[src/rtl/oled_cw_pkg.sv]
package oled_cw_pkg;

    typedef enum logic [0:0] {
        ST_OPCODE,
        ST_ARGS
    } fsm_state_t;

    typedef enum logic [2:0] {
        K_COLWIN,
        K_ROWWIN,
        K_REMAP,
        K_SKIP,
        K_FILLER,
        K_UNKNOWN
    } op_kind_t;

    typedef struct packed {
        op_kind_t   kind;
        logic [3:0] nargs;
    } op_info_t;

    localparam logic [7:0] OP_COLWIN = 8'h15;
    localparam logic [7:0] OP_ROWWIN = 8'h75;
    localparam logic [7:0] OP_REMAP  = 8'hA0;
    localparam logic [7:0] OP_GREY   = 8'hB8;
    localparam logic [7:0] OP_FILLER = 8'hFF;

    localparam int REMAP_VERT_BIT = 2;

endpackage

[src/rtl/oled_cw_opdec.sv]
module oled_cw_opdec
    import oled_cw_pkg::*;
(
    input  logic [7:0] opcode,
    output op_info_t   info
);

    always_comb begin
        info.kind  = K_SKIP;
        info.nargs = 4'd0;
        case (opcode)
            OP_COLWIN: begin
                info.kind  = K_COLWIN;
                info.nargs = 4'd2;
            end
            OP_ROWWIN: begin
                info.kind  = K_ROWWIN;
                info.nargs = 4'd2;
            end
            OP_REMAP: begin
                info.kind  = K_REMAP;
                info.nargs = 4'd1;
            end
            8'h81, 8'hA1, 8'hA2, 8'hA8, 8'hAD,
            8'hB1, 8'hB2, 8'hB3, 8'hBC, 8'hBE, 8'hBF: begin
                info.kind  = K_SKIP;
                info.nargs = 4'd1;
            end
            OP_GREY: begin
                info.kind  = K_SKIP;
                info.nargs = 4'd8;
            end
            8'h84, 8'h85, 8'h86, 8'hA4, 8'hA5, 8'hA6, 8'hA7,
            8'hAE, 8'hAF, 8'hE3: begin
                info.kind  = K_SKIP;
                info.nargs = 4'd0;
            end
            OP_FILLER: begin
                info.kind  = K_FILLER;
                info.nargs = 4'd0;
            end
            default: begin
                info.kind  = K_UNKNOWN;
                info.nargs = 4'd0;
            end
        endcase
    end

endmodule

[src/rtl/oled_cw_cmd_fsm.sv]
module oled_cw_cmd_fsm
    import oled_cw_pkg::*;
(
    input  logic       clk,
    input  logic       rst_n,
    input  logic       cmd_stb,
    input  logic [7:0] cmd_byte,
    output logic       col_load,
    output logic       row_load,
    output logic       remap_load,
    output logic [7:0] arg_first,
    output logic [7:0] arg_last,
    output logic       bad_op
);

    fsm_state_t state_q, state_d;
    op_kind_t   kind_q, kind_d;
    logic [3:0] need_q, need_d;
    logic [3:0] idx_q, idx_d;
    logic [7:0] arg0_q, arg0_d;
    op_info_t   info;
    logic       last_arg;

    oled_cw_opdec u_dec (
        .opcode (cmd_byte),
        .info   (info)
    );

    assign last_arg = (idx_q == 4'(need_q - 4'd1));

    // state register
    always_ff @(posedge clk) begin
        if (!rst_n) begin
            state_q <= ST_OPCODE;
            kind_q  <= K_SKIP;
            need_q  <= 4'd0;
            idx_q   <= 4'd0;
            arg0_q  <= 8'd0;
        end else begin
            state_q <= state_d;
            kind_q  <= kind_d;
            need_q  <= need_d;
            idx_q   <= idx_d;
            arg0_q  <= arg0_d;
        end
    end

    // next state
    always_comb begin
        state_d = state_q;
        kind_d  = kind_q;
        need_d  = need_q;
        idx_d   = idx_q;
        arg0_d  = arg0_q;
        if (cmd_stb) begin
            unique case (state_q)
                ST_OPCODE: begin
                    kind_d = info.kind;
                    need_d = info.nargs;
                    idx_d  = 4'd0;
                    if (info.nargs != 4'd0) begin
                        state_d = ST_ARGS;      // T_OP_ARG
                    end                          // else T_OP_NOARG
                end
                ST_ARGS: begin
                    if (idx_q == 4'd0) begin
                        arg0_d = cmd_byte;
                    end
                    if (last_arg) begin
                        state_d = ST_OPCODE;    // T_ARG_LAST
                    end else begin
                        idx_d = 4'(idx_q + 4'd1); // T_ARG_MORE
                    end
                end
            endcase
        end
    end

    // outputs
    always_comb begin
        col_load   = 1'b0;
        row_load   = 1'b0;
        remap_load = 1'b0;
        bad_op     = 1'b0;
        arg_first  = arg0_q;
        arg_last   = cmd_byte;
        if (cmd_stb) begin
            unique case (state_q)
                ST_OPCODE: begin
                    bad_op = (info.kind == K_UNKNOWN);
                end
                ST_ARGS: begin
                    if (last_arg) begin
                        col_load   = (kind_q == K_COLWIN);
                        row_load   = (kind_q == K_ROWWIN);
                        remap_load = (kind_q == K_REMAP);
                    end
                end
            endcase
        end
    end

endmodule

[src/rtl/oled_cw_addr_walk.sv]
module oled_cw_addr_walk #(
    parameter int COLS = 64,
    parameter int ROWS = 80
) (
    input  logic                              clk,
    input  logic                              rst_n,
    input  logic                              wr_stb,
    input  logic [7:0]                        wr_byte,
    input  logic                              vertical,
    input  logic                              col_load,
    input  logic                              row_load,
    input  logic [7:0]                        arg_first,
    input  logic [7:0]                        arg_last,
    output logic                              ram_we,
    output logic [$clog2(COLS*ROWS)-1:0]      ram_addr,
    output logic [7:0]                        ram_wdata
);

    localparam int COL_W  = $clog2(COLS);
    localparam int ROW_W  = $clog2(ROWS);
    localparam int ADDR_W = $clog2(COLS * ROWS);

    logic [COL_W-1:0] col_q, col_lo_q, col_hi_q, col_nx;
    logic [ROW_W-1:0] row_q, row_lo_q, row_hi_q, row_nx;
    logic [COL_W-1:0] c_first, c_last;
    logic [ROW_W-1:0] r_first, r_last;
    logic [ADDR_W-1:0] addr_now;

    assign c_first = COL_W'({24'd0, arg_first} % COLS);
    assign c_last  = COL_W'({24'd0, arg_last}  % COLS);
    assign r_first = ROW_W'({24'd0, arg_first} % ROWS);
    assign r_last  = ROW_W'({24'd0, arg_last}  % ROWS);

    generate
        if ((1 << COL_W) == COLS) begin : g_pow2
            if (ADDR_W == COL_W + ROW_W) begin : g_cat
                assign addr_now = {row_q, col_q};
            end else begin : g_trim
                assign addr_now = ADDR_W'({row_q, col_q});
            end
        end else begin : g_mul
            assign addr_now = ADDR_W'(col_q) + ADDR_W'(row_q) * ADDR_W'(COLS);
        end
    endgenerate

    always_comb begin
        col_nx = col_q;
        row_nx = row_q;
        if (vertical) begin
            if (row_q >= row_hi_q) begin
                row_nx = row_lo_q;
                col_nx = (col_q >= col_hi_q) ? col_lo_q : COL_W'(col_q + 1'b1);
            end else begin
                row_nx = ROW_W'(row_q + 1'b1);
            end
        end else begin
            if (col_q >= col_hi_q) begin
                col_nx = col_lo_q;
                row_nx = (row_q >= row_hi_q) ? row_lo_q : ROW_W'(row_q + 1'b1);
            end else begin
                col_nx = COL_W'(col_q + 1'b1);
            end
        end
    end

    always_ff @(posedge clk) begin
        if (!rst_n) begin
            col_q     <= '0;
            col_lo_q  <= '0;
            col_hi_q  <= COL_W'(COLS - 1);
            row_q     <= '0;
            row_lo_q  <= '0;
            row_hi_q  <= ROW_W'(ROWS - 1);
            ram_we    <= 1'b0;
            ram_addr  <= '0;
            ram_wdata <= 8'd0;
        end else begin
            ram_we <= wr_stb;
            if (wr_stb) begin
                ram_addr  <= addr_now;
                ram_wdata <= wr_byte;
                col_q     <= col_nx;
                row_q     <= row_nx;
            end
            if (col_load) begin
                col_lo_q <= c_first;
                col_hi_q <= c_last;
                col_q    <= c_first;
            end
            if (row_load) begin
                row_lo_q <= r_first;
                row_hi_q <= r_last;
                row_q    <= r_first;
            end
        end
    end

endmodule

[src/rtl/oled_cmd_win_writer.sv]
module oled_cmd_win_writer
    import oled_cw_pkg::*;
#(
    parameter int COLS = 64,
    parameter int ROWS = 80
) (
    input  logic                          clk,
    input  logic                          rst_n,
    input  logic                          byte_valid,
    input  logic                          is_data,
    input  logic [7:0]                    byte_in,
    input  logic                          redraw_ack,
    output logic                          ram_we,
    output logic [$clog2(COLS*ROWS)-1:0]  ram_addr,
    output logic [7:0]                    ram_wdata,
    output logic [7:0]                    remap_q,
    output logic                          redraw,
    output logic                          bad_opcode
);

    logic       data_stb, cmd_stb;
    logic       col_load, row_load, remap_load, bad_op;
    logic [7:0] arg_first, arg_last;

    assign data_stb = byte_valid &  is_data;
    assign cmd_stb  = byte_valid & ~is_data;

    oled_cw_cmd_fsm u_fsm (
        .clk        (clk),
        .rst_n      (rst_n),
        .cmd_stb    (cmd_stb),
        .cmd_byte   (byte_in),
        .col_load   (col_load),
        .row_load   (row_load),
        .remap_load (remap_load),
        .arg_first  (arg_first),
        .arg_last   (arg_last),
        .bad_op     (bad_op)
    );

    oled_cw_addr_walk #(
        .COLS (COLS),
        .ROWS (ROWS)
    ) u_walk (
        .clk       (clk),
        .rst_n     (rst_n),
        .wr_stb    (data_stb),
        .wr_byte   (byte_in),
        .vertical  (remap_q[REMAP_VERT_BIT]),
        .col_load  (col_load),
        .row_load  (row_load),
        .arg_first (arg_first),
        .arg_last  (arg_last),
        .ram_we    (ram_we),
        .ram_addr  (ram_addr),
        .ram_wdata (ram_wdata)
    );

    always_ff @(posedge clk) begin
        if (!rst_n) begin
            remap_q    <= 8'd0;
            redraw     <= 1'b0;
            bad_opcode <= 1'b0;
        end else begin
            if (remap_load) begin
                remap_q <= arg_last;
            end
            if (data_stb) begin
                redraw <= 1'b1;
            end else if (redraw_ack) begin
                redraw <= 1'b0;
            end
            if (bad_op) begin
                bad_opcode <= 1'b1;
            end
        end
    end

endmodule

[config.mk]
export PLATFORM = sky130hd
export DESIGN_NAME = oled_cmd_win_writer
export DESIGN_NICKNAME = d
export VERILOG_FILES = /design/src/rtl/oled_cw_pkg.sv /design/src/rtl/oled_cw_opdec.sv /design/src/rtl/oled_cw_cmd_fsm.sv /design/src/rtl/oled_cw_addr_walk.sv /design/src/rtl/oled_cmd_win_writer.sv
export SDC_FILE = /design/constraint.sdc
export NUM_CORES = 1
export LEC_CHECK = 0
export ABC_AREA = 1
export BUFFER_PORTS_ARGS = -buffer_cell sky130_fd_sc_hd__buf_4
export CORE_ASPECT_RATIO = 1.5
export CORE_MARGIN = 2
export CORE_UTILIZATION = 35
export CTS_BUF_LIST = sky130_fd_sc_hd__clkbuf_8
export CTS_CLUSTER_DIAMETER = 100
export DETAILED_ROUTE_END_ITERATION = 8
export PLACE_DENSITY = 0.57
export SETUP_SLACK_MARGIN = 0.3
export SYNTH_ARGS = -nofsm -noshare
export SYNTH_HDL_FRONTEND = slang
export SYNTH_SLANG_ARGS = --single-unit
[constraint.sdc]
create_clock -name clk -period 2.1 [get_ports clk]
set_clock_uncertainty 0.1 [all_clocks]
set_input_delay 0.42 -clock clk [delete_from_list [all_inputs] [get_ports clk]]
set_output_delay 0.42 -clock clk [all_outputs]
set_load 0.02 [all_outputs]
After elaboration in Yosys (flattened, before gate mapping) --
Cells that the tools add are included.
Storage, ports and cells: register bits 91, logic and storage cells 104, bits of input ports 13, output and inout bits 32
Operators by class: multiplexer cells 29, reduce and logical (&&, ||, !) cells 14, order comparisons 2, bitwise operators 4, eq/ne operators 32, $add $sub $neg 4, divide/modulo/power cells 2
Operators by type and width (number):
- $eq 8x8->1 const B | 24
- $mod 8x7->32 const B | 2
- $pmux 7 s7 | 1
- $mux 7 | 5
- $mux 6 | 5
- $mux 1 | 15
- $reduce_or 11->1 | 1
- $reduce_or 10->1 | 1
- $eq 8x5->1 const B | 1
- $eq 8x7->1 const B | 1
- $pmux 4 s2 | 1
- $reduce_and 2->1 | 4
- $add 7x1->7 const B | 1
- $ge 7x7->1 | 1
- $add 6x1->6 const B | 1
- $ge 6x6->1 | 1
- $reduce_bool 2->1 | 3
- $add 4x1->4 const B | 1
- $eq 4x4->1 | 1
- $logic_not 4->1 | 1
- $mux 4 | 1
- $reduce_bool 4->1 | 1
- $sub 4x1->4 const B | 1
- $eq 3x1->1 const B | 1
- other kinds (10) | 12

Depth between registers and ports, before layout --
word-level depth 7, depth in mapped cells 16, depth with buffers taken out 16

Modules after synthesis --
A second synthesis with hierarchy kept.
Second synthesis, totals: cell total of the unflattened synthesis 767, area total of the unflattened synthesis 5044.8 um2
Modules (own cells, without submodules):
- oled_cw_addr_walk | cells an instance 480, seq. area each 1221.2 um2, area an instance 3241.9 um2, times used 1
- oled_cw_cmd_fsm | cells an instance 155, seq. area each 400.4 um2, area an instance 1097.3 um2, times used 1
- oled_cw_opdec | cells an instance 87, seq. area each 0.0 um2, area an instance 362.8 um2, times used 1
- oled_cmd_win_writer | cells an instance 45, seq. area each 200.2 um2, area an instance 342.8 um2, times used 1

Least setup slack after synthesis --
No wires, ideal clock.
path kind register to register, start point register u_fsm.arg0_q[6] (netlist: u_fsm.arg_first[6]), end point register u_walk.row_q[4], data arrival time 1.687 ns, slack 0.204 ns, setup time 0.109 ns, period minus slack after synthesis 1.896 ns, cell stages (with the launch flop) 15, required time 1.891 ns, path buffers 0, cells stage by stage dfxtp_1 -> inv_1 -> ha_1 -> inv_1 -> nand2_1 -> ha_1 -> nor2_1 -> nand4_1 -> nand2_1 -> o21ai_0 -> xor2_1 -> nand2_1 -> nand3_1 -> nand2_1 -> inv_1
On the way: word-level cells in the longest chain between the ends 2
RTL lines:
- start: declaration | RTL line oled_cw_cmd_fsm.sv:20 | logic [7:0] arg0_q, arg0_d;
- start signal: assignment | RTL line oled_cw_cmd_fsm.sv:44 | arg0_q <= arg0_d;
- $mod 8x7->32 | RTL line oled_cw_addr_walk.sv:31 | assign r_first = ROW_W'({24'd0, arg_first} % ROWS);
- $mux 7 | RTL line oled_cw_addr_walk.sv:90 | if (row_load) begin
- end signal: assignment | RTL line oled_cw_addr_walk.sv:83 | row_q <= row_nx;
- end signal: assignment | RTL line oled_cw_addr_walk.sv:93 | row_q <= r_first;
- end: declaration | RTL line oled_cw_addr_walk.sv:24 | logic [ROW_W-1:0] row_q, row_lo_q, row_hi_q, row_nx;
No other way between the ends. A chain may end at the register's enable or synchronous reset.

Worst setup path in the final report --
start point register u_fsm.need_q[0], end point register u_walk.row_q[5]
On the way: word-level cells in the longest chain between the ends 7, elaborated cells on any way between the ends 9, classes of those cells add/sub: 1; eq/ne: 1; mux: 4; reduce/logical: 3
RTL lines:
- start: declaration | RTL line oled_cw_cmd_fsm.sv:18 | logic [3:0] need_q, need_d;
- start signal: assignment | RTL line oled_cw_cmd_fsm.sv:42 | need_q <= need_d;
- $sub 4x1->4 * | RTL line oled_cw_cmd_fsm.sv:29 | assign last_arg = (idx_q == 4'(need_q - 4'd1));
- $eq 4x4->1 * | RTL line oled_cw_cmd_fsm.sv:29
- $mux 1 * | RTL line oled_cw_cmd_fsm.sv:93 | if (last_arg) begin
- $mux 1 * | RTL line oled_cw_cmd_fsm.sv:88 | unique case (state_q)
- $mux 1 * | RTL line oled_cw_cmd_fsm.sv:87 | if (cmd_stb) begin
- $reduce_bool 3->1 (no source line) or $reduce_bool 2->1 (tied branches)
- $reduce_and 2->1 (no source line)
Every way passes the cells marked *; elsewhere a longest branch is shown, timed or not.

==> results_dict.tcl <==
set metrics [dict create \
    status "finished clean" \
    clk_pin_slew_ps 90 \
    ios 45 \
    endpoint_kind "register" \
    whs_ps 188.2 \
    synth_top_cell_by_area "dfxtp_1" \
    drt-initial-drc-count 241 \
    yosys-top-cells-area "dfxtp_1 (39%), nand2_1 (11%), inv_1 (7.1%), a21oi_1 (6.9%), o21ai_0 (5.8%)" \
    die_w_um 98.21 \
    syn_to_final_growth_pct 35.69 \
    num_antenna_cells 0 \
    period_share_pct 92.27 \
    layout_setup_ws_ps 162.4 \
    num_vias 4731 \
    cts_tree "built" \
    ys_ff_latch 90 \
    p_sw_share_pct 25.18 \
    antenna_found_initial 0 \
    synth_ff_type "dfxtp_1" \
    holdCritPathClass "input port to register" \
    dpl.cell_count 884 \
    ant_nets 0 \
    grt_first_pass_wirelength_um 22040 \
    vias_per_cell 5.104 \
    cts_made_buffers 9 \
    die_y_um 145.3 \
    dr.pass1.iters 6 \
    post-route-min-period_ps 1938 \
    rsz0062_at_grt "yes" \
    synth_cell_types 33 \
    fp.coreArea_mm2 0.01302 \
    synth_edf_count 0 \
    final_hold_viol_count 0 \
    nNetsFinal 797 \
    tightest_slew_ps 384.4 \
    grt_use_total_pct 19.13 \
    power.switching_mw 0.9251 \
    start_util_pct 35.79 \
    grtUsageMet3_pct 3.902 \
    yosysTopAreaCellShare_pct 38.67 \
    cp_max_fo 7 \
    gr-total-overflow 0 \
    ctsRootBufferMaster "clkbuf_8" \
    drive_gt1_share_pct 29.30 \
    met2_usage_pct 33.22 \
    drv_slew 0 \
    path_class "register to register" \
    netlist_instances 671 \
    syn_nets 705 \
    syn_avg_cell_area_um2 6.944 \
    yosys_warnings 0 \
    grt_busiest_layer "met2" \
    ir_worst_vdd_mv 0.3307 \
    wl_um 14070 \
    grt_max_degree 34 \
    synthArstFlopShare_pct 0 \
    fmax_mhz 516.1 \
    nFillCells 1291 \
    final_cells 927 \
    critPathRequiredTime_ps 2280 \
    met1_usage_pct 21.89 \
    p_per_area_mw_per_mm2 581.2 \
    start_kind "register" \
    syn_area_mm2 0.004659 \
    clk_latency_ps 380 \
    combPwrFrac_pct 10.6 \
    place_ws_ps -6.463 \
    final-setup-viol-count 0 \
    seqPwrFrac_pct 48.5 \
    cp_data_arrival_time_ps 2110 \
    numPortBuffers 44 \
    clkSinkCount 90 \
    internal_power_mw 2.749 \
    dp_hpwl_um 9468 \
    wl_per_cell_um 15.17 \
    place.gp.congestion 0.9057 \
    slew_headroom_pct 74.35 \
    p_leak_nw 2.884 \
    fp.dieArea_mm2 0.01427 \
    rows 51 \
    clk_path_buf_depth 2 \
    seq_area_frac_synth_pct 38.67 \
    htree_levels 3 \
    grt_pass1_vias 4531 \
    drc 0 \
    clock_power_share_pct 41.0 \
    maxCapViolations 0 \
]
layout by cell type, fill, tap and decap left out, drive strengths merged:
cell type | synthesis | routed
nand2 | 140 | 142
buf | 9 | 101
inv | 94 | 95
dfxtp | 90 | 90
nor2 | 72 | 72
a21oi | 66 | 66
o21ai | 56 | 56
nand3 | 51 | 51
ha | 21 | 21
nand4 | 14 | 14
o211ai | 13 | 13
xor2 | 12 | 12
clkbuf | 14 | 11
xnor2 | 4 | 4
o21bai | 3 | 3
nor3 | 3 | 3
bufinv | 0 | 3
clkinv | 1 | 3
a31oi | 2 | 2
o21a | 2 | 2
a21o | 1 | 1
a211oi | 1 | 1
o31ai | 1 | 1
and3 | 1 | 1
logic make-up (layout without fill, tap and decap cells):
| kind of cell | count (synthesis) | count (layout) | share of synthesized area (%) |
|---|---|---|---|
| XOR/XNOR | 16 | 16 | 3.007 |
| buffers and inverters | 118 | 213 | 10.18 |
| AND/OR/NAND/NOR | 281 | 283 | 25.59 |
| adder cells (fa/ha/maj) | 21 | 21 | 5.639 |
| AO/OA/AOI/OAI | 145 | 145 | 16.92 |
| flip-flops | 90 | 90 | 38.67 |
area by class of cell:
type	instances	area [µm²]	area share (%)
Tap cell	159	198.9	3.147
Sequential cell	90	1823	28.83
Timing Repair inverter	1	11.26	0.1781
Inverter	95	374.1	5.917
Clock inverter	5	100.1	1.583
Clock buffer	11	151.4	2.395
Timing Repair Buffer	101	860.8	13.62
Multi-Input combinational cell	465	2803	44.33
through the flow:
stage,util (%),setup TNS [ps],instance area [µm²],total power [mW]
after global placement,41.00,-5.328,5338,2.176
after detailed placement,41.00,-6.463,5338,2.184
after floorplan,-,0,4672,2.026
after global routing,48.57,0,6322,3.802
final,48.57,0,6322,3.674
after CTS,46.41,0,6042,3.674
timing repair:
item,in CTS,in global routing
setup endpoints to repair,48,52
buffers inserted,16,7
hold buffers,0,0
gates resized for setup,71,62
hold endpoints to repair,0,0
cloned,3,1
pin swaps,31,26
power groups by stage:
stage          Combinational (mW)  Clock (mW)  Sequential [mW]
5_1_grt                     0.432        1.58             1.79
4_1_cts                     0.380        1.51             1.78
3_3_place_gp                0.360           0             1.82
6_report                    0.388        1.51             1.78
3_5_place_dp                0.365           0             1.82
2_1_floorplan               0.177           0             1.85
routing by layer:
| metal | wire [µm] | vias to the layer above |
|---|---|---|
| li1 | - | 2378 |
| met1 | 5763 | 2190 |
| met2 | 7073 | 120 |
| met3 | 587 | 43 |
| met4 | 641 | 0 |
| met5 | 0 | - |
registers in the layout (all words and copies together), names as in the netlist:
| register | flops |
|---|---|
| u_fsm.state_q | 1 |
| u_fsm.need_q | 3 |
| u_walk.ram_we | 1 |
| u_walk.ram_addr | 13 |
| u_walk.row_q | 7 |
| u_walk.col_q | 6 |
| remap_q | 8 |
| u_fsm.arg_first | 8 |
| bad_opcode | 1 |
| u_fsm.kind_q | 3 |
| u_walk.col_lo_q | 6 |
| u_walk.row_hi_q | 7 |
| u_walk.col_hi_q | 6 |
| redraw | 1 |
| u_fsm.idx_q | 4 |
| u_walk.row_lo_q | 7 |
| u_walk.ram_wdata | 8 |
critical path, cell delays in order (launching register included):
cell and delay, ps:
dfxtp_2 340, inv_2 40, ha_4 260, xor2_2 140, nand3_2 110, nor2_4 130, buf_12 150, nand2_8 100
buf_8 180, nand2_1 90, nand3_2 90, nand2_1 80, inv_1 30
Yosys cell counts (2+ instances only):
master	n
buf_4	2
a21oi_2	2
o21bai_1	3
a31oi_1	2
o21ai_1	2
ha_1	21
clkbuf_1	14
dfxtp_1	90
o21a_1	2
a21oi_1	64
inv_2	5
inv_1	88
nand2_1	136
buf_6	2
nand2_2	2
o211ai_1	13
buf_2	5
nor3_1	3
nor2_1	71
nand3_1	50
xnor2_1	4
o21ai_0	54
nand2_4	2
xor2_1	12
nand4_1	14
path summary, 6_finish.rpt:
path	start	endpoint	slack, ps	cells past startpoint
max reg2reg	u_fsm.need_q[0]	u_walk.row_q[5]	160	12
max	u_fsm.need_q[0]	u_walk.row_q[5]	160	12
min reg2reg	bad_opcode	bad_opcode	370	2
min	redraw_ack	redraw	190	4
No activity file was read; power rests on OpenSTA's default activity.
